===== config.mk =====
export PLATFORM = sky130hd
export DESIGN_NAME = mul_err_monitor
export DESIGN_NICKNAME = d
export VERILOG_FILES = /design/src/rtl/mrm_pkg.sv /design/src/rtl/mrm_lfsr.sv /design/src/rtl/mrm_fast_path.sv /design/src/rtl/mrm_slow_pair.sv /design/src/rtl/mrm_sat_counter.sv /design/src/rtl/mul_err_monitor.sv
export SDC_FILE = /design/constraint.sdc
export NUM_CORES = 2
export LEC_CHECK = 0
export BUFFER_PORTS_ARGS = -buffer_cell sky130_fd_sc_hd__buf_2
export CORE_ASPECT_RATIO = 0.7
export CORE_MARGIN = 10
export CORE_UTILIZATION = 60
export CTS_CLUSTER_SIZE = 28
export DETAILED_ROUTE_END_ITERATION = 8
export PLACE_DENSITY = 0.81
export SYNTH_ARGS = -nofsm -noshare
export SYNTH_HDL_FRONTEND = slang
export SYNTH_SLANG_ARGS = --single-unit

===== constraint.sdc =====
create_clock -name clk -period 13.7 [get_ports clk]
set_input_delay 1.37 -clock clk [delete_from_list [all_inputs] [get_ports clk]]
set_output_delay 1.37 -clock clk [all_outputs]
set_load 0.02 [all_outputs]

===== src/rtl/mrm_pkg.sv =====
package mrm_pkg;
  localparam int DEF_LFSR_W = 48;
  localparam int DEF_OP_W   = 18;
  localparam int DEF_CNT_W  = 40;
  // feedback taps at bits 47, 46, 20, 19 (maximal length for 48 bits)
  localparam logic [47:0] DEF_TAPS = 48'hC000_0018_0000;

  // which reference lane takes new operands in the current cycle
  typedef enum logic {LANE_EVEN = 1'b0, LANE_ODD = 1'b1} lane_e;
endpackage


===== src/rtl/mrm_lfsr.sv =====
module mrm_lfsr #(
  parameter int              W    = 48,
  parameter logic [W-1:0]    TAPS = '1
) (
  input  logic         clk,
  input  logic         rst_n,
  input  logic [W-1:0] seed,
  output logic [W-1:0] state
);
  function automatic logic [W-1:0] next_state(input logic [W-1:0] s);
    return {s[W-2:0], ^(s & TAPS)};
  endfunction

  function automatic logic [W-1:0] safe_seed(input logic [W-1:0] s);
    return (s == '0) ? W'(1) : s;
  endfunction

  always_ff @(posedge clk) begin
    if (!rst_n) state <= safe_seed(seed);
    else        state <= next_state(state);
  end
endmodule


===== src/rtl/mrm_fast_path.sv =====
module mrm_fast_path #(
  parameter int  OP_W   = 18,
  localparam int PROD_W = 2 * OP_W,
  localparam int IDX_W  = $clog2(PROD_W + 1)
) (
  input  logic              clk,
  input  logic              rst_n,
  input  logic [OP_W-1:0]   a,
  input  logic [OP_W-1:0]   b,
  input  logic              inj_en,
  input  logic [IDX_W-1:0]  inj_bit,
  output logic [PROD_W-1:0] prod_o,
  output logic              flip_o
);
  function automatic logic [PROD_W-1:0] fault_mask(input logic en, input logic [IDX_W-1:0] idx);
    if (en && (int'(idx) < PROD_W)) return PROD_W'(1) << idx;
    return '0;
  endfunction

  logic [OP_W-1:0]   a_q, b_q;
  logic [PROD_W-1:0] p_q, p_d;
  logic              f_q, f_d;
  logic [PROD_W-1:0] mask;

  assign mask = fault_mask(inj_en, inj_bit);

  always_ff @(posedge clk) begin
    if (!rst_n) begin
      a_q <= '0; b_q <= '0;
      p_q <= '0; f_q <= 1'b0;
      p_d <= '0; f_d <= 1'b0;
    end else begin
      a_q <= a;
      b_q <= b;
      p_q <= (PROD_W'(a_q) * PROD_W'(b_q)) ^ mask;
      f_q <= (mask != '0);
      p_d <= p_q;
      f_d <= f_q;
    end
  end

  assign prod_o = p_d;
  assign flip_o = f_d;
endmodule


===== src/rtl/mrm_slow_pair.sv =====
module mrm_slow_pair import mrm_pkg::*; #(
  parameter int  OP_W   = 18,
  localparam int PROD_W = 2 * OP_W
) (
  input  logic              clk,
  input  logic              rst_n,
  input  logic [OP_W-1:0]   a,
  input  logic [OP_W-1:0]   b,
  input  lane_e             phase,
  output logic [PROD_W-1:0] prod_o,
  output logic [1:0]        load_o
);
  logic [PROD_W-1:0] lane_prod [2];
  logic [PROD_W-1:0] stab_q;

  for (genvar ln = 0; ln < 2; ln++) begin : g_lane
    logic [OP_W-1:0] sa_q, sb_q;
    assign load_o[ln] = (phase == lane_e'(1'(ln)));
    always_ff @(posedge clk) begin
      if (!rst_n) begin
        sa_q <= '0;
        sb_q <= '0;
      end else if (load_o[ln]) begin
        sa_q <= a;
        sb_q <= b;
      end
    end
    // operands held two cycles before the stabilize stage samples them
    assign lane_prod[ln] = PROD_W'(sa_q) * PROD_W'(sb_q);
  end

  always_ff @(posedge clk) begin
    if (!rst_n) stab_q <= '0;
    else        stab_q <= (phase == LANE_ODD) ? lane_prod[1] : lane_prod[0];
  end

  assign prod_o = stab_q;
endmodule


===== src/rtl/mrm_sat_counter.sv =====
module mrm_sat_counter #(
  parameter int W = 40
) (
  input  logic         clk,
  input  logic         rst_n,
  input  logic         inc,
  output logic [W-1:0] count
);
  function automatic logic [W-1:0] sat_add(input logic [W-1:0] v, input logic up);
    return (up && (v != '1)) ? v + W'(1) : v;
  endfunction

  always_ff @(posedge clk) begin
    if (!rst_n) count <= '0;
    else        count <= sat_add(count, inc);
  end
endmodule


===== src/rtl/mul_err_monitor.sv =====
module mul_err_monitor import mrm_pkg::*; #(
  parameter int                LFSR_W = DEF_LFSR_W,
  parameter int                OP_W   = DEF_OP_W,
  parameter int                CNT_W  = DEF_CNT_W,
  parameter logic [LFSR_W-1:0] TAPS   = LFSR_W'(DEF_TAPS),
  localparam int               PROD_W = 2 * OP_W,
  localparam int               IDX_W  = $clog2(PROD_W + 1)
) (
  input  logic              clk,
  input  logic              rst_n,
  input  logic [LFSR_W-1:0] seed_a,
  input  logic [LFSR_W-1:0] seed_b,
  input  logic              inj_en,
  input  logic [IDX_W-1:0]  inj_bit,
  output logic [OP_W-1:0]   op_a,
  output logic [OP_W-1:0]   op_b,
  output logic [CNT_W-1:0]  err_count,
  output logic [CNT_W-1:0]  op_count
);
  // cycles from an operand pair to its comparison edge
  localparam int FILL   = 3;
  localparam int FILL_W = $clog2(FILL + 1);

  logic [LFSR_W-1:0] seeds      [2];
  logic [LFSR_W-1:0] lfsr_state [2];

  assign seeds[0] = seed_a;
  assign seeds[1] = seed_b;

  for (genvar s = 0; s < 2; s++) begin : g_src
    mrm_lfsr #(.W(LFSR_W), .TAPS(TAPS)) u_lfsr (
      .clk   (clk),
      .rst_n (rst_n),
      .seed  (seeds[s]),
      .state (lfsr_state[s])
    );
  end

  assign op_a = lfsr_state[0][OP_W-1:0];
  assign op_b = lfsr_state[1][OP_W-1:0];

  // alternating lane select
  lane_e phase_q;
  always_ff @(posedge clk) begin
    if (!rst_n) phase_q <= LANE_EVEN;
    else        phase_q <= (phase_q == LANE_EVEN) ? LANE_ODD : LANE_EVEN;
  end

  // fill tracking: compare only once real pairs reach the comparator
  logic [FILL_W-1:0] fill_q;
  logic              cmp_en;
  always_ff @(posedge clk) begin
    if (!rst_n)                        fill_q <= '0;
    else if (fill_q != FILL_W'(FILL))  fill_q <= fill_q + FILL_W'(1);
  end
  assign cmp_en = (fill_q == FILL_W'(FILL));

  logic [PROD_W-1:0] fast_prod, slow_prod;
  logic              fast_flip;
  logic [1:0]        slow_load;

  mrm_fast_path #(.OP_W(OP_W)) u_fast (
    .clk     (clk),
    .rst_n   (rst_n),
    .a       (op_a),
    .b       (op_b),
    .inj_en  (inj_en),
    .inj_bit (inj_bit),
    .prod_o  (fast_prod),
    .flip_o  (fast_flip)
  );

  mrm_slow_pair #(.OP_W(OP_W)) u_slow (
    .clk    (clk),
    .rst_n  (rst_n),
    .a      (op_a),
    .b      (op_b),
    .phase  (phase_q),
    .prod_o (slow_prod),
    .load_o (slow_load)
  );

  logic mismatch;
  assign mismatch = cmp_en && (fast_prod != slow_prod);

  mrm_sat_counter #(.W(CNT_W)) u_err_cnt (
    .clk   (clk),
    .rst_n (rst_n),
    .inc   (mismatch),
    .count (err_count)
  );

  mrm_sat_counter #(.W(CNT_W)) u_op_cnt (
    .clk   (clk),
    .rst_n (rst_n),
    .inc   (cmp_en),
    .count (op_count)
  );
endmodule


; Word level (Yosys, flattened, before mapping)
; Index checks and enable logic that the tools add are counted.
[op_classes]
add_sub_neg = 3
mul = 3
magnitude_cmp = 1
n_eq_ne = 5
shifts = 1
mux = 9
bitwise = 1
reduce_logical = 8
[ops]
columns = cell, count
row1 = 2-to-1 mux 48 bit, 4
row2 = multiplier 18 x 18 -> 36 bit, 3
row3 = 2-to-1 mux 36 bit, 3
row4 = zero test 48 bit, 2
row5 = XOR reduction 48 bit, 2
row6 = adder 40 x 1 -> 40 bit (second input constant), 2
row7 = inequality test 40 bit (second input constant), 2
row8 = inequality test 36 bit, 1
row9 = << shifter 1 x 6 -> 36 bit (first input constant), 1
row10 = XOR 36 bit, 1
row11 = less-than comparator 6 bit (second input constant), 1
row12 = logical AND 1 bit, 4
row13 = adder 2 x 1 -> 2 bit (second input constant), 1
row14 = equality test 2 bit (second input constant), 1
row15 = 2-to-1 mux 1 bit, 2
row16 = inequality test 2 bit (second input constant), 1
[word_totals]
register_bits = 395
inputBits = 105
out_inout_bits = 116
wordCells = 46

; Logic depth before layout (Yosys ltp)
[logic_depth]
depth_word = 5
mapped_depth = 25
depth_no_buf = 23

; Modules after synthesis
; From an unflattened synthesis, not the netlist that was laid out.
[hier_totals]
hier_cells = 5229
hier_area_um2 = 47185.3
[modules_own_cells]
columns = module, n_inst, cells_each, area_each_um2, seq_area_each_um2
row1 = mrm_slow_pair, 1, 2837, 24908.9, 2162.1
row2 = mrm_fast_path, 1, 1598, 14226.1, 2202.1
row3 = mrm_sat_counter, 2, 248, 2113.3, 800.8
row4 = mrm_lfsr (g_src[1].u_lfsr), 1, 120, 1665.3, 960.9
row5 = mrm_lfsr (g_src[0].u_lfsr), 1, 121, 1654.1, 960.9
row6 = mul_err_monitor, 1, 57, 504.2, 60.1

; Worst setup path after synthesis
; Ideal clock, no wire load.
[synth_path]
path_kind = reg-to-reg
from = register u_slow.g_lane[1].sb_q[3]
to = register u_slow.stab_q[34], in the netlist u_slow.prod_o[34]
setup_time_ns = 0.132
arrival_time_ns = 6.247
required_ns = 13.568
slack_ns = 7.321
stages_incl_launch_ff = 23
path_buffers = 2
synth_period_minus_slack_ns = 6.379
path_cell_list = dfxtp_1 -> clkbuf_1 -> clkbuf_1 -> nand2_1 -> fa_1 -> fa_1 -> fa_1 -> inv_1 -> fa_1 -> fa_1 -> inv_1 -> fa_1 -> inv_1 -> ha_1 -> a21oi_1 -> o21ai_0 -> o21ai_0 -> a21oi_1 -> o41ai_1 -> o21ai_0 -> a221oi_1 -> xor2_1 -> a21oi_1
[synth_between]
elab_chain_cells = 2
[synth_lines]
columns = item, line_no
row1 = "start, declared", mrm_slow_pair.sv:17  ; logic [OP_W-1:0] sa_q, sb_q;
row2 = "start signal, assigned", mrm_slow_pair.sv:22  ; sb_q <= '0;
row3 = "start signal, assigned", mrm_slow_pair.sv:25  ; sb_q <= b;
row4 = multiplier 18 x 18 -> 36 bit, mrm_slow_pair.sv:29  ; assign lane_prod[ln] = PROD_W'(sa_q) * PROD_W'(sb_q);
row5 = 2-to-1 mux 36 bit, mrm_slow_pair.sv:34  ; else stab_q <= (phase == LANE_ODD) ? lane_prod[1] : lane_prod[0];
row6 = "end signal, assigned", mrm_slow_pair.sv:34
row7 = "end, declared", mrm_slow_pair.sv:14  ; logic [PROD_W-1:0] stab_q;
; Every way passes these cells.
; A chain may end at the register's enable or synchronous reset.

; Final worst setup path
; Same ends and word-level chain as after synthesis.

==> flow_metrics.tcl <==
set metrics [dict create \
    ys_seq_elements 395 \
    die-area_um2 88400 \
    numCtsBuffers 39 \
    grt-ovfl-total 0 \
    vias_per_cell 5.76 \
    power.switching_uw 1500 \
    synth_enable_flop_cells 0 \
    nFillCells 5964 \
    ys_top_cells_by_count "918 x inv_1, 768 x fa_1, 680 x nand2_1" \
    power_frac_clock 0.296 \
    yosys-top-cells-area "fa_1 33%, dfxtp_1 17%, ha_1 9.0%" \
    dpl.hpwl_um 106000 \
    finalSetupViolCount 0 \
    core_um2 75600 \
    vias 35300 \
    power_frac_comb 0.334 \
    crit_fanout 19 \
    worstSetupStartpoint "u_slow.g_lane[1].sb_q[3]" \
    drtIter0Drc 3399 \
    cp_slowest_cell "dfxtp_1" \
    cts_max_level 2 \
    drc 0 \
    powerDensity_nw_per_um2 81.6 \
    grt_usage 0.303 \
    rsz0062_at_grt "false" \
    cp_num_cells 20 \
    status "finished clean" \
    port_buffers 220 \
    relSlewSlack 0.241 \
    avgSynthCellArea_um2 8.99 \
    cp_num_buf_inv 3 \
    ys_seq_area_frac 0.172 \
    postSynthCellCount 5120 \
    cts_buffer_depth 3 \
    finalSetupTns_ps 0 \
    vdd_drop_max_mv 0.0960 \
    path_clk_slew_ps 70 \
    place_congestion 0.998 \
    finalClockSkew_ps 39.4 \
    routedWlPerCell_um 21.9 \
    rows 84 \
    min_path_type "flop to flop" \
    ff2ff_path_depth 20 \
    r2r-start "u_slow.g_lane[1].sb_q[3]" \
    post-cts-setup-buffer-count 0 \
    antenna_left 0 \
    grt_pass1_vias 36400 \
    synth_fp_nets 6326 \
    critPathArrivalTime_ps 7770 \
    tightest_slew_ps 1140 \
    die_y_um 252 \
    syn-cell-area_um2 46000 \
    fin_ws_ps 6370 \
    cpLargestDelayFamily "adder cells" \
    yosys.cell_count.top_type "inv_1" \
    synth_top_area_cell "fa_1" \
    r2r_end "u_slow.prod_o[34]" \
    die_w_um 351 \
    cpPeakStageDelay_ps 930 \
    drv_cap 0 \
    cp_cell_sequence "nand2_1 > fa_1 > fa_1 > fa_1 > inv_1 > fa_1 > fa_1 > inv_1 > fa_1 > inv_1 > ha_1 > a21oi_1 > o21ai_0 > o21ai_0 > a21oi_1 > o41ai_1 > o21ai_0 > a221oi_1 > xor2_1 > a21oi_1" \
    p_leak_uw 0.0248 \
    cp-start-kind "flop" \
    fin_crit_ps 7330 \
    async_reset_ff_frac 0 \
    dpl_worst_slack_ps 6560 \
    fmax_mhz 136 \
    drive_gt1_frac 0.0694 \
    seqPwrFrac 0.370 \
    cts_root_buffer "clkbuf_16" \
    hold_viol 0 \
    nets 6306 \
    critPathCaptureType "flop" \
    cts-resized-gates 0 \
    swShare 0.378 \
    ys_types 71 \
    drt_first_pass_iters 5 \
    internal_power_uw 2470 \
    timing.final.crit_share 0.535 \
    yosysWarnings 0 \
    cts_sinks 395 \
    maxSlewViolCount 0 \
    power_uw 3970 \
    antenna_found_initial 5 \
    grt_pass1_wl_um 209000 \
    synth_top_area_share 0.334 \
    critPathRequiredTime_ps 14140 \
    clk_latency_ps 590 \
    cts_tree "yes" \
    whs_ps 434 \
    ios 221 \
    area_delta_synth_final_pct 5.66 \
    hold_buffers 0 \
    critical_path_class "flop to flop" \
    start_util 0.609 \
    grt_start_max_net_pins 136 \
    cp_common_cell "fa_1" \
    routed_wirelength_um 134000 \
    synth_ff_type "dfxtp_1" \
    critPathCapture "u_slow.prod_o[34]" \
    r2r_slack_ps 6370 \
]
## power by group through the flow
| stage | registers [uW] | logic [uW] | clock network (uW) |
|---|---|---|---|
| after global placement | 1470 | 1250 | 0 |
| final | 1470 | 1330 | 1170 |
| after CTS | 1460 | 1300 | 1180 |
| after floorplan | 1320 | 982 | 0 |
| after global routing | 1470 | 1470 | 1230 |
| after detailed placement | 1480 | 1290 | 0 |
## worst reg2reg max path: cells and delay by family (launching register included)
family | cells | cell delay, ps
adders and majority gates | 7 | 3490
and+or+nand+nor | 1 | 210
DFF | 1 | 930
buffers and inverters | 3 | 160
AOI/OAI and AO/OA | 8 | 2220
xor gates and xnor gates | 1 | 180
## metrics by stage
stage                     utilization  area, um2  cells
final                           0.644      48700   6119
after global routing            0.644      48700   6119
after CTS                       0.644      48700   6118
after detailed placement        0.625      47300   6048
after global placement          0.625      47300   6048
after floorplan                     -      46000   5120
## how the worst min path moves through the flow
stage	start	to	slack, ps	cells after the start
floorplan	u_fast.p_q[0]	u_fast.prod_o[0]	410	1
global placement	u_fast.p_q[5]	u_fast.prod_o[5]	420	1
detailed placement	u_fast.p_q[10]	u_fast.prod_o[10]	420	1
CTS	u_fast.p_q[0]	u_fast.prod_o[0]	430	1
global route	u_fast.p_q[0]	u_fast.prod_o[0]	450	1
finish	u_fast.p_q[0]	u_fast.prod_o[0]	430	1
## registers in the layout, summed over array words and instances, names as in the netlist
| name | count |
|---|---|
| fill_q | 2 |
| g_src.u_lfsr.state | 96 |
| phase_q | 1 |
| u_err_cnt.count | 40 |
| u_fast.a_q | 18 |
| u_fast.b_q | 18 |
| u_fast.p_q | 36 |
| u_fast.prod_o | 36 |
| u_op_cnt.count | 40 |
| u_slow.g_lane.sa_q | 36 |
| u_slow.g_lane.sb_q | 36 |
| u_slow.prod_o | 36 |
## cells by family (layout without fill, tap and decap cells)
logic type / after synthesis / count (layout) / synth area share
AO/OA/AOI/OAI: 363 / 363 / 0.0515
AND/OR/NAND/NOR: 1696 / 1696 / 0.180
other: 0 / 1 / 0
multiplexers: 111 / 111 / 0.0249
XOR/XNOR: 236 / 236 / 0.0449
flip-flops: 395 / 395 / 0.172
buffers and inverters: 1218 / 1227 / 0.103
adder cells (fa/ha/maj): 1101 / 1101 / 0.424
## per-layer routing
metal,vias to the layer above,GRT usage,wire length [um]
met5,-,0,61
met4,10,0.0760,4000
met3,258,0.139,21200
met2,2312,0.423,53400
met1,17200,0.423,55200
li1,15500,-,-
## final cells by class
class / instances / area, um2 / area share
multi-input combinational: 3507 / 33400 / 0.687
sequential: 395 / 7910 / 0.163
inverter: 919 / 3450 / 0.0710
timing repair buffer: 238 / 1240 / 0.0255
tap: 989 / 1240 / 0.0254
clock buffer: 50 / 1120 / 0.0230
clock inverter: 20 / 270 / 0.00555
antenna: 1 / 2.50 / 0.0000514
## cells in the final DEF (no fill, tap or decap), types with 13 or more instances in the layout
cell	instances
a21oi_1	105
nand4_1	41
mux2i_1	82
dfxtp_1	394
nor3_1	20
inv_1	918
nor4_1	30
nor2_1	262
and4_1	13
a21o_1	69
a22o_1	29
buf_4	19
buf_2	219
clkbuf_16	41
xnor2_1	131
xor2_1	105
ha_1	333
nand3_1	49
and2_1	499
nor2b_1	21
fa_1	768
o21ai_0	61
nand2_1	680
nand2b_1	17
a31oi_1	18
and3_1	23
mux2_2	29
Note: power is estimated with default switching activity, not from simulation.
